### src/rtl/fir_mac_pkg.sv
// Package: shared types for the FIR multiply-accumulate engine.
// Assumes nothing beyond standard SystemVerilog.
package fir_mac_pkg;

    // Run sequencer states: idle, fetching operands, draining the pipeline.
    typedef enum logic [1:0] {
        SQ_IDLE  = 2'd0,
        SQ_FETCH = 2'd1,
        SQ_DRAIN = 2'd2
    } seq_state_t;

endpackage

### src/rtl/fir_sample_ring.sv
// Module: circular sample history. Each accepted write goes to the slot
// the write pointer names, and the pointer then moves up by one, wrapping
// at DEPTH. Reads are registered while ren is high.
// Assumes: DEPTH >= 2; raddr < DEPTH; callers gate we themselves.
module fir_sample_ring #(
    parameter int DW    = 24,
    parameter int DEPTH = 16,
    parameter int AIW   = $clog2(DEPTH)
) (
    input  logic                  clk,
    input  logic                  rst_n,
    input  logic                  we,
    input  logic signed [DW-1:0]  wdata,
    input  logic                  ren,
    input  logic [AIW-1:0]        raddr,
    output logic signed [DW-1:0]  rdata,
    output logic [AIW-1:0]        wptr
);
    localparam logic [AIW-1:0] LAST = AIW'(DEPTH - 1);

    logic signed [DW-1:0] mem [DEPTH];

    // Store the incoming sample at the current write slot.
    always_ff @(posedge clk) begin
        if (we) mem[wptr] <= wdata;
    end

    // Move the write pointer forward modulo DEPTH.
    always_ff @(posedge clk) begin
        if (!rst_n)    wptr <= '0;
        else if (we)   wptr <= (wptr == LAST) ? '0 : wptr + AIW'(1);
    end

    // Registered operand read for the multiply stage.
    always_ff @(posedge clk) begin
        if (!rst_n)    rdata <= '0;
        else if (ren)  rdata <= mem[raddr];
    end
endmodule

### src/rtl/fir_coef_bank.sv
// Module: addressed coefficient store with a registered read port.
// Assumes: DEPTH >= 2; writes to an index >= DEPTH are dropped.
module fir_coef_bank #(
    parameter int DW    = 24,
    parameter int DEPTH = 16,
    parameter int AIW   = $clog2(DEPTH)
) (
    input  logic                  clk,
    input  logic                  rst_n,
    input  logic                  we,
    input  logic [AIW-1:0]        waddr,
    input  logic signed [DW-1:0]  wdata,
    input  logic                  ren,
    input  logic [AIW-1:0]        raddr,
    output logic signed [DW-1:0]  rdata
);
    logic signed [DW-1:0] mem [DEPTH];
    logic                 addr_ok;

    // Reject indices beyond the populated depth.
    assign addr_ok = (32'(waddr) < DEPTH);

    // Write one coefficient at the given index.
    always_ff @(posedge clk) begin
        if (we && addr_ok) mem[waddr] <= wdata;
    end

    // Registered operand read for the multiply stage.
    always_ff @(posedge clk) begin
        if (!rst_n)    rdata <= '0;
        else if (ren)  rdata <= mem[raddr];
    end
endmodule

### src/rtl/fir_mac_seq.sv
// Module: run sequencer. It accepts start when idle and then issues one
// operand fetch per clock for the run length. The sample pointer starts at
// the newest entry and counts down, and the coefficient pointer starts at
// zero and counts up, both wrapping modulo TAPS. The sequencer stays busy
// until the accumulator reports the final store.
// Assumes: len is stable in the clock where start is accepted.
module fir_mac_seq
    import fir_mac_pkg::*;
#(
    parameter int TAPS = 16,
    parameter int LW   = $clog2(TAPS + 1),
    parameter int AIW  = $clog2(TAPS)
) (
    input  logic            clk,
    input  logic            rst_n,
    input  logic            start,
    input  logic [LW-1:0]   len,
    input  logic [AIW-1:0]  wptr,
    input  logic            fin,
    output logic            busy,
    output logic            accept,
    output logic            rd_en,
    output logic            rd_last,
    output logic [AIW-1:0]  sptr,
    output logic [AIW-1:0]  cptr
);
    localparam logic [AIW-1:0] LAST  = AIW'(TAPS - 1);
    localparam logic [LW-1:0]  FULL  = LW'(TAPS);

    seq_state_t     state;
    logic [LW-1:0]  remain;
    logic [LW-1:0]  eff_len;
    logic [AIW-1:0] newest;

    // Out-of-range lengths select the full tap count.
    assign eff_len = (len == '0 || len > FULL) ? FULL : len;
    // The most recent sample sits one slot behind the write pointer.
    assign newest  = (wptr == '0) ? LAST : wptr - AIW'(1);

    assign busy    = (state != SQ_IDLE);
    assign accept  = start && (state == SQ_IDLE);
    assign rd_en   = (state == SQ_FETCH);
    assign rd_last = rd_en && (remain == '0);

    // Walk through the taps and wait for the final store.
    always_ff @(posedge clk) begin
        if (!rst_n) begin
            state  <= SQ_IDLE;
            remain <= '0;
            sptr   <= '0;
            cptr   <= '0;
        end else begin
            case (state)
                SQ_IDLE: begin
                    if (start) begin
                        state  <= SQ_FETCH;
                        sptr   <= newest;
                        cptr   <= '0;
                        remain <= eff_len - LW'(1);
                    end
                end
                SQ_FETCH: begin
                    sptr <= (sptr == '0) ? LAST : sptr - AIW'(1);
                    cptr <= (cptr == LAST) ? '0 : cptr + AIW'(1);
                    if (remain == '0) state  <= SQ_DRAIN;
                    else              remain <= remain - LW'(1);
                end
                SQ_DRAIN: begin
                    if (fin) state <= SQ_IDLE;
                end
                default: state <= SQ_IDLE;
            endcase
        end
    end
endmodule

### src/rtl/fir_mac_acc.sv
// Module: multiply-accumulate stage with output clamping. The product is
// kept at full 2*DW bits and sign-extended into a GUARD-bit-wider
// accumulator, with no limiting between taps. After the last tap the sum
// is clamped to 2*DW bits when it is stored, and the sticky flag records
// any clamp.
// Assumes: clr is only raised while no operands are in flight.
module fir_mac_acc #(
    parameter int DW    = 24,
    parameter int GUARD = 8,
    parameter int PW    = 2 * DW,
    parameter int AW    = PW + GUARD
) (
    input  logic                  clk,
    input  logic                  rst_n,
    input  logic                  clr,
    input  logic                  op_v,
    input  logic                  op_last,
    input  logic signed [DW-1:0]  smp,
    input  logic signed [DW-1:0]  coef,
    output logic                  fin,
    output logic                  done,
    output logic [PW-1:0]         result,
    output logic                  ovf
);
    localparam logic [PW-1:0] MAXV = {1'b0, {(PW-1){1'b1}}};
    localparam logic [PW-1:0] MINV = {1'b1, {(PW-1){1'b0}}};

    logic signed [PW-1:0] prod;
    logic signed [AW-1:0] acc;
    logic [GUARD:0]       hi;
    logic                 in_range;
    logic [PW-1:0]        clamped;

    assign prod     = smp * coef;
    assign hi       = acc[AW-1:PW-1];
    assign in_range = (&hi) || !(|hi);
    assign clamped  = in_range ? acc[PW-1:0] : (acc[AW-1] ? MINV : MAXV);

    // Clear at run start, then add one full-width product per tap.
    always_ff @(posedge clk) begin
        if (!rst_n)     acc <= '0;
        else if (clr)   acc <= '0;
        else if (op_v)  acc <= acc + {{GUARD{prod[PW-1]}}, prod};
    end

    // Mark the clock after the last tap has been added.
    always_ff @(posedge clk) begin
        if (!rst_n) fin <= 1'b0;
        else        fin <= op_v && op_last;
    end

    // Store the clamped sum, pulse done and keep the sticky clamp flag.
    always_ff @(posedge clk) begin
        if (!rst_n) begin
            result <= '0;
            done   <= 1'b0;
            ovf    <= 1'b0;
        end else begin
            done <= fin;
            if (fin) begin
                result <= clamped;
                ovf    <= ovf || !in_range;
            end
        end
    end
endmodule

### src/rtl/fir_mac_engine.sv
// Module: top of the FIR multiply-accumulate engine. It joins the sample
// history, the coefficient bank, the run sequencer and the accumulate
// stage into a two-stage fetch/accumulate pipeline. Writes that would
// disturb a run are discarded and reported.
// Assumes: TAPS >= 2; all inputs are synchronous to clk.
module fir_mac_engine #(
    parameter int DW    = 24,
    parameter int TAPS  = 16,
    parameter int GUARD = 8,
    localparam int LW   = $clog2(TAPS + 1),
    localparam int AIW  = $clog2(TAPS),
    localparam int PW   = 2 * DW
) (
    input  logic            clk,
    input  logic            rst_n,
    input  logic            start,
    input  logic [LW-1:0]   len,
    input  logic            smp_we,
    input  logic [DW-1:0]   smp_wdata,
    input  logic            coef_we,
    input  logic [AIW-1:0]  coef_waddr,
    input  logic [DW-1:0]   coef_wdata,
    output logic            busy,
    output logic            done,
    output logic [PW-1:0]   result,
    output logic            ovf,
    output logic            wr_rej
);
    logic                 accept, rd_en, rd_last, fin;
    logic                 op_v, op_last, blocked;
    logic [AIW-1:0]       wptr, sptr, cptr;
    logic signed [DW-1:0] smp_q, coef_q;

    // Writes collide with a run in progress or with a start on the same clock.
    assign blocked = busy || start;

    // Flag a discarded write on the following clock.
    always_ff @(posedge clk) begin
        if (!rst_n) wr_rej <= 1'b0;
        else        wr_rej <= (smp_we || coef_we) && blocked;
    end

    // Carry the fetch valid and last markers alongside the operands.
    always_ff @(posedge clk) begin
        if (!rst_n) begin
            op_v    <= 1'b0;
            op_last <= 1'b0;
        end else begin
            op_v    <= rd_en;
            op_last <= rd_last;
        end
    end

    fir_sample_ring #(.DW(DW), .DEPTH(TAPS), .AIW(AIW)) u_ring (
        .clk   (clk),
        .rst_n (rst_n),
        .we    (smp_we && !blocked),
        .wdata (smp_wdata),
        .ren   (rd_en),
        .raddr (sptr),
        .rdata (smp_q),
        .wptr  (wptr)
    );

    fir_coef_bank #(.DW(DW), .DEPTH(TAPS), .AIW(AIW)) u_coef (
        .clk   (clk),
        .rst_n (rst_n),
        .we    (coef_we && !blocked),
        .waddr (coef_waddr),
        .wdata (coef_wdata),
        .ren   (rd_en),
        .raddr (cptr),
        .rdata (coef_q)
    );

    fir_mac_seq #(.TAPS(TAPS), .LW(LW), .AIW(AIW)) u_seq (
        .clk     (clk),
        .rst_n   (rst_n),
        .start   (start),
        .len     (len),
        .wptr    (wptr),
        .fin     (fin),
        .busy    (busy),
        .accept  (accept),
        .rd_en   (rd_en),
        .rd_last (rd_last),
        .sptr    (sptr),
        .cptr    (cptr)
    );

    fir_mac_acc #(.DW(DW), .GUARD(GUARD)) u_acc (
        .clk     (clk),
        .rst_n   (rst_n),
        .clr     (accept),
        .op_v    (op_v),
        .op_last (op_last),
        .smp     (smp_q),
        .coef    (coef_q),
        .fin     (fin),
        .done    (done),
        .result  (result),
        .ovf     (ovf)
    );
endmodule

### config.mk
export PLATFORM = sky130hd
export DESIGN_NAME = fir_mac_engine
export DESIGN_NICKNAME = d
export VERILOG_FILES = /design/src/rtl/fir_mac_pkg.sv /design/src/rtl/fir_sample_ring.sv /design/src/rtl/fir_coef_bank.sv /design/src/rtl/fir_mac_seq.sv /design/src/rtl/fir_mac_acc.sv /design/src/rtl/fir_mac_engine.sv
export SDC_FILE = /design/constraint.sdc
export NUM_CORES = 2
export LEC_CHECK = 0
export ABC_AREA = 1
export BUFFER_PORTS_ARGS = -buffer_cell sky130_fd_sc_hd__buf_2
export CORE_ASPECT_RATIO = 2
export CORE_UTILIZATION = 70
export CTS_CLUSTER_DIAMETER = 80
export DETAILED_ROUTE_END_ITERATION = 8
export PLACE_DENSITY_LB_ADDON = 0.12
export SYNTH_ARGS = -nofsm -noshare
export SYNTH_HDL_FRONTEND = slang
export SYNTH_HIERARCHICAL = 1
export SYNTH_SLANG_ARGS = --single-unit
### constraint.sdc
create_clock -name clk -period 17.62 [get_ports clk]
set_input_delay 0.881 -clock clk [delete_from_list [all_inputs] [get_ports clk]]
set_output_delay 0.881 -clock clk [all_outputs]
set_load 0.02 [all_outputs]
* Word level (Yosys, flattened, before mapping) *
Memories as Yosys holds them, arrays and structs flattened. A register that Yosys moved wholly into a read port is not among the register bits.
Index checks and enable logic that the tools add are counted.

cells by class
  add/sub/neg operators = 7
  $mul = 1
  $lt $le $gt $ge = 1
  equal/unequal tests = 8
  muxes and demuxes = 22
  bitwise operators = 1
  reductions and logical operators = 29

operators with widths
  operator                                                            count
  48-bit two-way mux                                                  2
  56-bit adder                                                        1
  24-bit by 24-bit multiplier with 48-bit output                      1
  4-bit two-way mux                                                   6
  4-bit case mux with 2 select lines                                  2
  5-bit two-way mux                                                   3
  5-bit zero test                                                     2
  5-bit case mux with 2 select lines                                  1
  5-bit by 1-bit subtractor with 5-bit output, second input constant  2
  9-bit AND reduction                                                 1
  9-bit OR reduction                                                  1
  4-bit by 1-bit adder with 4-bit output, second input constant       2
  4-bit == test, second input constant                                2
  4-bit zero test                                                     2
  4-bit by 1-bit subtractor with 4-bit output, second input constant  2
  1-bit logical AND                                                   6
  2-bit two-way mux                                                   3
  2-bit case mux with 3 select lines                                  1
  3-bit AND reduction                                                 2
  5-bit > comparator, second input constant                           1
  1-bit zero test                                                     5
  1-bit logical OR                                                    5
  1-bit two-way mux                                                   4
  2-bit by 1-bit != test with 1-bit output, second input constant     2
  8 further kinds                                                     10

storage, ports and cells
  register bits = 129
  RAM bits = 768
  input bits = 62
  output and inout bits = 52
  logic and storage cells = 84
  memories = 2

memory list
  name        depth  width  rd ports  clocked after Yosys merged registers in  wr ports  RTL line               text
  u_coef.mem  16     24     1         1                                        1         fir_coef_bank.sv:17    logic signed [DW-1:0] mem [DEPTH];
  u_ring.mem  16     24     1         1                                        1         fir_sample_ring.sv:21  logic signed [DW-1:0] mem [DEPTH];

* Depth between registers and ports, before layout *
  word-level depth = 6
  depth in mapped cells = 46
  depth with buffers taken out = 45

* By module *
Netlist, hierarchy kept.

by module, submodules not included
  module           instances  cells an instance  area an instance (µm²)  seq. area each (µm²)
  fir_mac_acc      1          4056               30177.7                 2142.1
  fir_sample_ring  1          1435               16485.8                 12091.6
  fir_coef_bank    1          1413               16293.1                 12011.5
  fir_mac_seq      1          148                1006.0                  300.3
  fir_mac_engine   1          15                 108.9                   60.1

* Worst setup path after synthesis *
OpenSTA, ideal clock, no wires.

  path type = register -> register
  start = reg u_ring.rdata[23], read port of u_ring.mem
  end = reg u_acc.acc[51]
  library setup time = 113 ps
  arrival = 7772 ps
  data required time = 17507 ps
  path slack = 9735 ps
  cell stages (with the launch flop) = 33
  path buffers = 1
  clock period less this slack = 7885 ps
  path through = dfxtp_1 > clkbuf_1 > nand2_1 > inv_1 > fa_1 > fa_1 > inv_1 > fa_1 > inv_1 > fa_1 > fa_1 > fa_1 > fa_1 > ha_1 > nand2_1 > nor2_1 > inv_1 > nor4_1 > nand2_1 > o2111ai_1 > xor2_1 > ha_1 > nand2_1 > nor2_1 > inv_1 > nor2_1 > inv_1 > nor4_1 > o21ai_0 > nand3_1 > nor2_1 > o21ai_1 > inv_1

on the way
  longest elaborated chain between the ends = 2

ends and longest elaborated chain
  item                                            RTL line               text
  start, declared                                 fir_sample_ring.sv:16  output logic signed [DW-1:0] rdata,
  24-bit by 24-bit multiplier with 48-bit output  fir_mac_acc.sv:34      assign prod = smp * coef;
  56-bit adder                                    fir_mac_acc.sv:43      else if (op_v) acc <= acc + {{GUARD{prod[PW-1]}}, prod};
  end signal, assigned                            fir_mac_acc.sv:43
  end, declared                                   fir_mac_acc.sv:29      logic signed [AW-1:0] acc;

No other way between the ends.
A chain may end at the register's enable or synchronous reset.

* Final worst setup path *
Ends and elaborated chain as after synthesis.

==> results.json <==
{
  "outcome": "finished, final reports clean",
  "drc_errors": 0,
  "syn_inst": 7067,
  "track_usage_pct": 42.53,
  "worstPathRequired_ns": 18.23,
  "num-nets-final": 7931,
  "final-hold-violation-count": 0,
  "cts_max_level": 3,
  "clk_latency_ns": 0.71,
  "yosysSeqAreaShare_pct": 41.52,
  "drt_iter0_drc": 4928,
  "synth_compound_area_share_pct": 4.070,
  "dr_total_vias": 50340,
  "finalCriticalPeriod_ns": 11.26,
  "die_area_um2": 92820,
  "wirelength_mm": 193.3,
  "endpoint_kind": "flip-flop",
  "row_count": 156,
  "setup_violations": 0,
  "hold_class": "input port to flip-flop",
  "synth_edf_count": 768,
  "die_h_um": 429.9,
  "synth-simple-area-share_pct": 21.08,
  "grt_first_pass_wirelength_mm": 292.1,
  "syn2layout_area_growth_pct": 6.597,
  "ys_seq_elements": 945,
  "muxShareOfSynthArea_pct": 0,
  "grt_pass1_vias": 52620,
  "critPathMaxFanout": 25,
  "peakVddDrop_mv": 0.1460,
  "yosysUniqueCellTypes": 57,
  "holdWs_ns": 0.4483,
  "drive_gt1_share_pct": 6.583,
  "first_pass_iters": 6,
  "ys.flop_type": "edfxtp_1",
  "synth_area_um2": 64070,
  "cts_buffers": 80,
  "core-area_um2": 90570,
  "placed_cells": 8160,
  "cts_resized": 0,
  "cts_tree": "built",
  "powerDensity_nw_per_um2": 145.3,
  "synth_xor_area_share_pct": 1.135,
  "final_max_slew_viol_count": 0,
  "yosysWarnings": 6,
  "grt-ovfl-total": 0,
  "max_freq_mhz": 88.79,
  "place_congestion": 1.076,
  "rsz0062_at_grt": "no",
  "cts_hold_buf": 0,
  "postRouteAntennaNets": 0,
  "cts_root_buf": "clkbuf_16",
  "postSynthAreaPerCell_um2": 9.066,
  "criticalPathCategory": "flip-flop to flip-flop",
  "antenna_found_initial": 6,
  "vias_per_cell": 6.055,
  "fin_skew_ns": 0.04146,
  "start_util_pct": 70.74,
  "arrival_ns": 11.87,
  "critPathLaunchType": "flip-flop",
  "synth_top_family_by_area": "adder cells",
  "post_synth_fa_ha_maj_area_fraction_pct": 22.98,
  "hpwl_mm": 132.3,
  "finalSetupTns_ns": 0,
  "async_reset_ff_share_pct": 0,
  "syn_nets": 7941,
  "utilization_pct": 75.41,
  "io_buffers": 113,
  "clock_path_buffers": 3,
  "cts_setup_buffers": 0,
  "post_drt_wl_per_cell_um": 23.25,
  "pin_count": 114,
  "cts_sinks": 945,
  "maxCapViolations": 0,
  "total_leakage_power_nw": 32.35,
  "max_slew_margin_pct": 8.165,
  "finalCritPeriodShare_pct": 63.92,
  "cp_slowest_cell": "dfxtp_1",
  "grt_max_degree": 103,
  "path_clk_slew_ns": 0.08,
  "final_cell_count_no_fill": 8313,
  "critPathMaxStageDelay_ns": 1.24,
  "die_width_um": 215.9,
  "worstMarginPinSlew_ns": 1.376
}
==> registers in the layout, summed over array words and instances, names as in the netlist, 2 cells and up <==
name          flops
u_ring/wptr       4
u_seq/sptr        4
u_acc/result     48
u_ring/rdata     24
u_acc/acc        56
u_seq/cptr        4
u_seq/state       2
u_seq/remain      5
u_ring/mem      384
u_coef/mem      384
u_coef/rdata     24
==> layout by cell type (no fill, tap or decap), types with 19 or more instances in the layout <==
cell type,instances
a21oi_1,183
buf_2,113
buf_4,99
clkbuf_1,20
clkbuf_16,81
dfxtp_1,167
edfxtp_1,768
fa_1,608
ha_1,204
inv_1,1188
nand2_1,2004
nand2_2,19
nand3_1,716
nand4_1,25
nor2_1,398
nor2_2,39
nor3_1,19
o21ai_0,149
xnor2_1,24
xor2_1,59
==> synthesized netlist by cell type, drive strengths merged, types with 2 or more instances <==
cell | n | area [um^2]
o21a | 8 | 60.06
dfxtp | 177 | 3543
ha | 204 | 2552
o21bai | 16 | 127.6
nand3 | 720 | 3623
edfxtp | 768 | 23060
nand4 | 25 | 156.4
clkinv | 3 | 11.26
o21ai | 175 | 928.4
nor3 | 22 | 120.1
fa | 608 | 12170
clkbuf | 167 | 626.9
nor2 | 447 | 1748
xnor2 | 24 | 210.2
o211ai | 10 | 80.07
inv | 1202 | 4512
and2 | 2 | 12.51
nand2 | 2024 | 7652
a31oi | 14 | 87.58
o221ai | 5 | 43.79
nand3b | 5 | 37.54
a21o | 15 | 112.6
buf | 137 | 753.2
a211oi | 4 | 35.03
a31o | 4 | 35.04
xor2 | 59 | 516.8
a21oi | 191 | 1001
or2 | 8 | 50.05
nor4 | 11 | 90.08
a21boi | 7 | 63.81
==> layer usage <==
metal	track usage [%]	wire, um	part of all wire (%)
met1	43.56	59230	31
met2	73.64	97800	51
met3	8.865	17280	8.9
met4	36.27	18950	9.8
met5	0	53	0.027
==> metrics by stage <==
step                      worst slack (ns)  cell area (um^2)  power [mW]
final                                6.358             68300       9.925
after global routing                 5.879             68290       10.50
after CTS                            6.995             68290       9.723
after detailed placement             7.025             65630       7.915
after global placement               7.089             65630       7.825
after floorplan                      9.735             64070       6.140
==> report_power, final <==
group	switching (mW)	leakage (nW)	internal [mW]
registers	0.0863	8.36	2.47
logic	3.90	22.7	1.67
clock network	0.854	1.29	0.954
==> worst paths after layout <==
kind	start	to	slack, ns	cells past startpoint
setup / recovery	u_ring/rdata[23]$_SDFFE_PN0P_	u_acc/acc[51]$_SDFFE_PP0P_	6.36	31
hold reg to reg	u_acc/ovf$_SDFFE_PN0P_	u_acc/ovf$_SDFFE_PN0P_	0.46	2
hold / removal	coef_we	wr_rej$_SDFF_PN0_	0.45	3
setup reg to reg	u_ring/rdata[23]$_SDFFE_PN0P_	u_acc/acc[51]$_SDFFE_PP0P_	6.36	31
==> cell families (layout without fill, tap and decap cells) <==
| kind of cell | after synthesis | after routing |
|---|---|---|
| simple gates | 3266 | 3266 |
| buf+inv | 1509 | 1566 |
| flops | 945 | 945 |
| fa+ha+maj | 812 | 812 |
| compound gates | 452 | 452 |
| xor+xnor | 83 | 83 |
| other cells | 0 | 4 |
==> critical path, delay by kind of cell, from the launching register on <==
kind	cells	cell delay, ns
and+or+nand+nor	12	2.72
adders and majority gates	9	4.68
AOI/OAI and AO/OA	2	0.47
buffers and inverters	7	1.25
xor gates and xnor gates	1	0.83
DFF	1	1.24
==> area by class of cell <==
type | count | area (um^2)
Antenna cell | 4 | 10.01
Clock buffer | 103 | 2130
Clock inverter | 46 | 529.3
Fill cell | 6309 | 22270
Inverter | 1205 | 4528
Multi-Input combinational cell | 4613 | 31680
Sequential cell | 945 | 26630
Tap cell | 1185 | 1483
Timing Repair Buffer | 212 | 1309
No activity file was read; power rests on OpenSTA's default activity.
